[src/rtl/sbc_pkg.sv]
package sbc_pkg;

  typedef enum logic [2:0] {
    ST_IDLE,
    ST_SETUP,
    ST_STROBE,
    ST_HOLD,
    ST_DONE
  } sbc_state_e;

  // Round a nanosecond minimum up to whole clock cycles, never below one.
  function automatic int unsigned ns_to_cyc(input int unsigned ns, input int unsigned clk_ns);
    int unsigned c;
    c = (ns + clk_ns - 1) / clk_ns;
    return (c == 0) ? 1 : c;
  endfunction

  function automatic int unsigned max2(input int unsigned a, input int unsigned b);
    return (a > b) ? a : b;
  endfunction

  // Hold phase that stretches the access to at least the cycle time.
  function automatic int unsigned hold_cyc(input int unsigned wc, input int unsigned su,
                                           input int unsigned stb);
    return (wc > su + stb) ? (wc - su - stb) : 1;
  endfunction

endpackage

[src/rtl/sbc_seq.sv]
module sbc_seq
  import sbc_pkg::*;
#(
  parameter int unsigned SETUP_CYC = 1,
  parameter int unsigned WSTB_CYC  = 1,
  parameter int unsigned RSTB_CYC  = 2,
  parameter int unsigned WHOLD_CYC = 1,
  parameter int unsigned RHOLD_CYC = 1,
  parameter int unsigned CNT_W     = 2
) (
  input  logic       clk,
  input  logic       rst_n,
  input  logic       req_i,
  input  logic       wr_i,
  output sbc_state_e state_o,
  output logic       op_wr_o,
  output logic       accept_o,
  output logic       strobe_last_o,
  output logic       ready_o
);

  sbc_state_e       state_q;
  logic [CNT_W-1:0] cnt_q;
  logic             op_wr_q;
  logic             phase_last;

  assign ready_o       = (state_q == ST_IDLE);
  assign accept_o      = ready_o && req_i;
  assign phase_last    = (cnt_q == '0);
  assign strobe_last_o = (state_q == ST_STROBE) && phase_last;
  assign state_o       = state_q;
  assign op_wr_o       = op_wr_q;

  always_ff @(posedge clk or negedge rst_n) begin
    if (!rst_n) begin
      state_q <= ST_IDLE;
      cnt_q   <= '0;
      op_wr_q <= 1'b0;
    end else begin
      case (state_q)
        ST_IDLE: begin
          if (accept_o) begin
            state_q <= ST_SETUP;
            cnt_q   <= CNT_W'(SETUP_CYC - 1);
            op_wr_q <= wr_i;
          end
        end
        ST_SETUP: begin
          if (phase_last) begin
            state_q <= ST_STROBE;
            cnt_q   <= op_wr_q ? CNT_W'(WSTB_CYC - 1) : CNT_W'(RSTB_CYC - 1);
          end else begin
            cnt_q <= cnt_q - 1'b1;
          end
        end
        ST_STROBE: begin
          if (phase_last) begin
            state_q <= ST_HOLD;
            cnt_q   <= op_wr_q ? CNT_W'(WHOLD_CYC - 1) : CNT_W'(RHOLD_CYC - 1);
          end else begin
            cnt_q <= cnt_q - 1'b1;
          end
        end
        ST_HOLD: begin
          if (phase_last) begin
            state_q <= ST_DONE;
          end else begin
            cnt_q <= cnt_q - 1'b1;
          end
        end
        ST_DONE: state_q <= ST_IDLE;
        default: state_q <= ST_IDLE;
      endcase
    end
  end

endmodule

[src/rtl/sbc_pins.sv]
module sbc_pins
  import sbc_pkg::*;
#(
  parameter int unsigned ADDR_W = 19,
  parameter int unsigned LANES  = 4,
  parameter int unsigned LANE_W = 8,
  localparam int unsigned DATA_W = LANES * LANE_W
) (
  input  logic              clk,
  input  logic              rst_n,
  input  sbc_state_e        state_i,
  input  logic              op_wr_i,
  input  logic              accept_i,
  input  logic              strobe_last_i,
  input  logic [ADDR_W-1:0] addr_i,
  input  logic [DATA_W-1:0] wdata_i,
  input  logic [LANES-1:0]  be_i,
  input  logic [DATA_W-1:0] dq_i,
  output logic [ADDR_W-1:0] addr_o,
  output logic [DATA_W-1:0] dq_o,
  output logic              dq_oe_o,
  output logic              cs_n_o,
  output logic              oe_n_o,
  output logic [LANES-1:0]  we_n_o,
  output logic [DATA_W-1:0] rdata_o,
  output logic              done_o
);

  logic [ADDR_W-1:0] addr_q;
  logic [DATA_W-1:0] wdata_q;
  logic [LANES-1:0]  be_q;
  logic [DATA_W-1:0] rdata_q;
  logic              selected;
  logic              wr_strobe;

  always_ff @(posedge clk or negedge rst_n) begin
    if (!rst_n) begin
      addr_q  <= '0;
      wdata_q <= '0;
      be_q    <= '0;
    end else if (accept_i) begin
      addr_q  <= addr_i;
      wdata_q <= wdata_i;
      be_q    <= be_i;
    end
  end

  always_ff @(posedge clk or negedge rst_n) begin
    if (!rst_n) begin
      rdata_q <= '0;
    end else if (strobe_last_i && !op_wr_i) begin
      rdata_q <= dq_i;
    end
  end

  assign selected  = (state_i == ST_SETUP) || (state_i == ST_STROBE) || (state_i == ST_HOLD);
  assign wr_strobe = (state_i == ST_STROBE) && op_wr_i;

  assign cs_n_o  = !selected;
  assign dq_oe_o = selected && op_wr_i;
  assign oe_n_o  = !((state_i == ST_STROBE) && !op_wr_i);
  assign addr_o  = addr_q;
  assign dq_o    = wdata_q;
  assign rdata_o = rdata_q;
  assign done_o  = (state_i == ST_DONE);

  for (genvar l = 0; l < LANES; l++) begin : g_lane
    assign we_n_o[l] = !(wr_strobe && be_q[l]);
  end

endmodule

[src/rtl/sram_bus_ctrl.sv]
module sram_bus_ctrl
  import sbc_pkg::*;
#(
  parameter int unsigned ADDR_W  = 19,
  parameter int unsigned LANES   = 4,
  parameter int unsigned LANE_W  = 8,
  parameter int unsigned CLK_NS  = 20,
  parameter int unsigned T_AS_NS = 3,
  parameter int unsigned T_WP_NS = 20,
  parameter int unsigned T_DW_NS = 15,
  parameter int unsigned T_WC_NS = 25,
  parameter int unsigned T_AA_NS = 25,
  parameter int unsigned T_OE_NS = 15,
  localparam int unsigned DATA_W = LANES * LANE_W
) (
  input  logic              clk,
  input  logic              rst_n,
  input  logic              req_i,
  input  logic              wr_i,
  input  logic [ADDR_W-1:0] addr_i,
  input  logic [DATA_W-1:0] wdata_i,
  input  logic [LANES-1:0]  be_i,
  output logic              ready_o,
  output logic              done_o,
  output logic [DATA_W-1:0] rdata_o,
  output logic [ADDR_W-1:0] mem_addr_o,
  output logic [DATA_W-1:0] mem_dq_o,
  output logic              mem_dq_oe_o,
  input  logic [DATA_W-1:0] mem_dq_i,
  output logic              sram_cs_n_o,
  output logic              sram_oe_n_o,
  output logic [LANES-1:0]  sram_we_n_o,
  output logic              flash_cs_n_o
);

  localparam int unsigned SETUP_CYC = ns_to_cyc(T_AS_NS, CLK_NS);
  localparam int unsigned WSTB_CYC  = max2(ns_to_cyc(T_WP_NS, CLK_NS), ns_to_cyc(T_DW_NS, CLK_NS));
  localparam int unsigned RSTB_CYC  = max2(ns_to_cyc(T_AA_NS, CLK_NS), ns_to_cyc(T_OE_NS, CLK_NS));
  localparam int unsigned WC_CYC    = ns_to_cyc(T_WC_NS, CLK_NS);
  localparam int unsigned WHOLD_CYC = hold_cyc(WC_CYC, SETUP_CYC, WSTB_CYC);
  localparam int unsigned RHOLD_CYC = hold_cyc(WC_CYC, SETUP_CYC, RSTB_CYC);
  localparam int unsigned MAX_CYC   = max2(max2(SETUP_CYC, max2(WSTB_CYC, RSTB_CYC)),
                                           max2(WHOLD_CYC, RHOLD_CYC));
  localparam int unsigned CNT_W     = $clog2(MAX_CYC + 1);

  sbc_state_e state;
  logic       op_wr;
  logic       accept;
  logic       strobe_last;
  logic       dq_drive;

  sbc_seq #(
    .SETUP_CYC(SETUP_CYC),
    .WSTB_CYC (WSTB_CYC),
    .RSTB_CYC (RSTB_CYC),
    .WHOLD_CYC(WHOLD_CYC),
    .RHOLD_CYC(RHOLD_CYC),
    .CNT_W    (CNT_W)
  ) u_seq (
    .clk          (clk),
    .rst_n        (rst_n),
    .req_i        (req_i),
    .wr_i         (wr_i),
    .state_o      (state),
    .op_wr_o      (op_wr),
    .accept_o     (accept),
    .strobe_last_o(strobe_last),
    .ready_o      (ready_o)
  );

  sbc_pins #(
    .ADDR_W(ADDR_W),
    .LANES (LANES),
    .LANE_W(LANE_W)
  ) u_pins (
    .clk          (clk),
    .rst_n        (rst_n),
    .state_i      (state),
    .op_wr_i      (op_wr),
    .accept_i     (accept),
    .strobe_last_i(strobe_last),
    .addr_i       (addr_i),
    .wdata_i      (wdata_i),
    .be_i         (be_i),
    .dq_i         (mem_dq_i),
    .addr_o       (mem_addr_o),
    .dq_o         (mem_dq_o),
    .dq_oe_o      (dq_drive),
    .cs_n_o       (sram_cs_n_o),
    .oe_n_o       (sram_oe_n_o),
    .we_n_o       (sram_we_n_o),
    .rdata_o      (rdata_o),
    .done_o       (done_o)
  );

  assign mem_dq_oe_o  = dq_drive;
  assign flash_cs_n_o = 1'b1;

endmodule

[config.mk]
export PLATFORM = sky130hd
export DESIGN_NAME = sram_bus_ctrl
export DESIGN_NICKNAME = d
export VERILOG_FILES = /design/src/rtl/sbc_pkg.sv /design/src/rtl/sbc_seq.sv /design/src/rtl/sbc_pins.sv /design/src/rtl/sram_bus_ctrl.sv
export SDC_FILE = /design/constraint.sdc
export NUM_CORES = 1
export LEC_CHECK = 0
export ABC_AREA = 1
export BUFFER_PORTS_ARGS = -buffer_cell sky130_fd_sc_hd__buf_2
export CORE_ASPECT_RATIO = 1.2
export CORE_MARGIN = 8
export CORE_UTILIZATION = 45
export DETAILED_ROUTE_END_ITERATION = 10
export PLACE_DENSITY = 0.77
export SYNTH_ARGS = -nofsm -noshare
export SYNTH_HDL_FRONTEND = slang
export SYNTH_SLANG_ARGS = --single-unit
[constraint.sdc]
create_clock -name clk -period 3.2 [get_ports clk]
set_input_delay 0.64 -clock clk [delete_from_list [all_inputs] [get_ports clk]]
set_output_delay 0.64 -clock clk [all_outputs]
set_load 0.01 [all_outputs]
==> flow_summary.yaml <==
status:
  outcome: "finished clean"
route:
  avgViaCountPerCell: 4.62
  drc_errors: 0
  routedWlPerCell_um: 14.3
  dr.pass1.iters: 4
  vias: 3435
  totalWireLength_um: 10600
  drtIter0Drc: 183
  antenna_left: 0
clock_tree:
  cts_tree: "built"
  clk_latency_ns: 0.35
  cts_max_level: 3
  postCtsHoldBufs: 0
  clockBufferDepth: 2
  cts_buffers: 9
  path_clk_slew_ns: 0.08
  cts_root_buf: "clkbuf_8"
  cts_resized: 0
  cts_setup_buffers: 0
  clock_sinks: 93
critical_path:
  crit_fanout: 22
  start_kind: "flip-flop"
  crit_family: "simple AND/OR/NAND/NOR gates"
  cp.buffers_inverters: 2
  worstSetupPathType: "reg2out"
  cp_cell_sequence: "inv_2 > nand2_2 > nor2_4 > buf_2"
  critPathRequiredTime_ns: 2.56
  crit_path_end_kind: "primary output"
  cpMaxStageDelayCell: "dfrtp_1"
  crit_arrival_ns: 1.66
  slowest_delay_ns: 0.45
synthesis:
  yosys.area_share.xor_xnor_pct: 0
  yosysTopAreaCell: "dfrtp_1"
  synth_area_um2: 4070
  synth_nets: 541
  synth-seq-cells: 93
  netlist_top_cells_area: "dfrtp_1 57%, nand2_1 16%, nand3_1 7.6%, o21ai_2 6.9%, inv_1 3.7%"
  synth_cells: 447
  ys_warn_count: 0
  synth_compound_area_share_pct: 7.26
  ys_seq_area_share_pct: 57.2
  muxShareOfSynthArea_pct: 0
  synthFlopType: "dfrtp_1"
  synthArstFlopShare_pct: 100
  synth_most_common_cell: "nand2_1"
  synth_fa_ha_area_share_pct: 0.923
  yosys-top-cells-count: "169 x nand2_1, 93 x dfrtp_1, 62 x nand3_1"
  synth_top_family_by_area: "simple AND/OR/NAND/NOR gates"
  synthSimpleGateAreaFrac_pct: 25.5
  synth-edff-count: 0
  synth_area_per_cell_um2: 9.10
  synth_top_area_share_pct: 57.2
  ys_types: 21
timing:
  tightestPinTransition_ns: 1.01
  whs_ns: 0.326
  slew_violations: 0
  rsz0062_at_grt: "false"
  fmax_mhz: 435
  fin_worst_skew_ns: 0.00461
  hold_viol_final: 0
  max-slew-margin-rel_pct: 32.2
  period_share_pct: 71.9
  min_period_ns: 2.30
  finalSetupTns_ns: 0
  setup_viol: 0
pwr:
  p_per_area_nw_per_um2: 991
  clkPwrFrac_pct: 15.8
  p_sw_w: 0.00210
  power.leakage_nw: 3.03
  seqPwrFrac_pct: 40.2
  p_int_w: 0.00302
  peakVddDrop_uv: 399
  p_comb_share_pct: 44.0
  swShare_pct: 41.0
place:
  io_buffers: 182
  place_congestion: 0.823
  placed_cells: 727
  dpl.hpwl_um: 8020
floorplanning:
  die_w_um: 103
  die_h_um: 120
  io_pins: 184
  start_util_pct: 45.5
  rows: 38
  core_area_um2: 8940
  dieArea_um2: 12400
final_layout:
  fin_cells: 743
  final_nets: 712
  layout-drive-gt1-share_pct: 38.7
  antenna_cells: 0
  area_delta_synth_final_pct: 26.9
global_routing:
  grt_pass1_wl_um: 17000
  grtUsageTotal_pct: 17.3
  grt_pass1_vias: 3501
  antenna_found_initial: 0
  grt_overflow: 0
  grt_max_degree: 65
job:
  drv_cap: 0
worst_hold_path:
  hp-class: "in2async"
## layout make-up
cell class	count	area (µm²)
multi-input combinational	286	1380
clock inverter	3	42.5
inverter	42	158
timing repair buffer	186	943
fill	804	3770
sequential	93	2330
tap	120	150
clock buffer	13	169
## cell families after synthesis
| logic type | Yosys count |
|---|---|
| compound gates | 35 |
| buf+inv | 68 |
| simple gates | 247 |
| flops | 93 |
| other cells | 1 |
| fa+ha+maj | 3 |
## power by group through the flow
stage	logic [W]	registers, W	clock network, W
detailed placement	0.00230	0.00207	0
CTS	0.00230	0.00206	0.000836
global placement	0.00221	0.00205	0
global route	0.00253	0.00213	0.000889
finish	0.00225	0.00206	0.000810
floorplan	0.00126	0.00229	0
## final timing paths
| check | to | depth (start not counted) | slack (ns) | start |
|---|---|---|---|---|
| max | ready_o | 4 | 0.90 | u_seq.state_o[2] |
| min | u_pins.rdata_o[7] | 1 | 0.33 | rst_n |
| max reg2reg | u_seq.op_wr_o | 6 | 0.93 | u_seq.state_o[2] |
| min reg2reg | u_pins.dq_o[23] | 2 | 0.47 | u_pins.dq_o[23] |
| max in group asynchronous | u_pins.rdata_o[23] | 2 | 2.09 | rst_n |
| min in group clk | u_pins.dq_o[23] | 2 | 0.47 | u_pins.dq_o[23] |
## sequential cells by signal, summed over array words and instances (netlist names)
signal / flops
u_seq.op_wr_o: 1
u_pins.be_q: 4
u_seq.cnt_q: 2
u_pins.dq_o: 32
u_pins.addr_o: 19
u_pins.rdata_o: 32
u_seq.state_o: 3
## layer usage
layer  track usage, %  vias up  part of all wire (%)
met5                0        -                     0
met4             5.44        0                   1.5
met3             5.79       12                   9.2
met2             27.9      136                    47
met1             21.2     1561                    42
li1                 -     1726                     -
## cells in the final DEF (no fill, tap or decap), types with 2 or more instances in the layout
cell      instances
nor3_1            2
clkbuf_8         12
inv_1            40
dfrtp_1          93
o21ai_0           2
nand2_1         169
o21ai_2          32
buf_2           181
nand3_1          62
ha_1              3
buf_4             5
inv_2             2
nand2_2           3
nor2_1            8
## metrics by stage
stage | area (µm²) | power [W] | setup WS [ns] | util [%]
after floorplan | 4070 | 0.00355 | 1.62 | -
after global placement | 4950 | 0.00427 | 0.993 | 55.4
after detailed placement | 4950 | 0.00437 | 0.920 | 55.4
after CTS | 5160 | 0.00519 | 0.869 | 57.8
after global routing | 5160 | 0.00555 | 0.701 | 57.8
final | 5160 | 0.00512 | 0.900 | 57.8
Note: power is estimated with default switching activity, not from simulation.
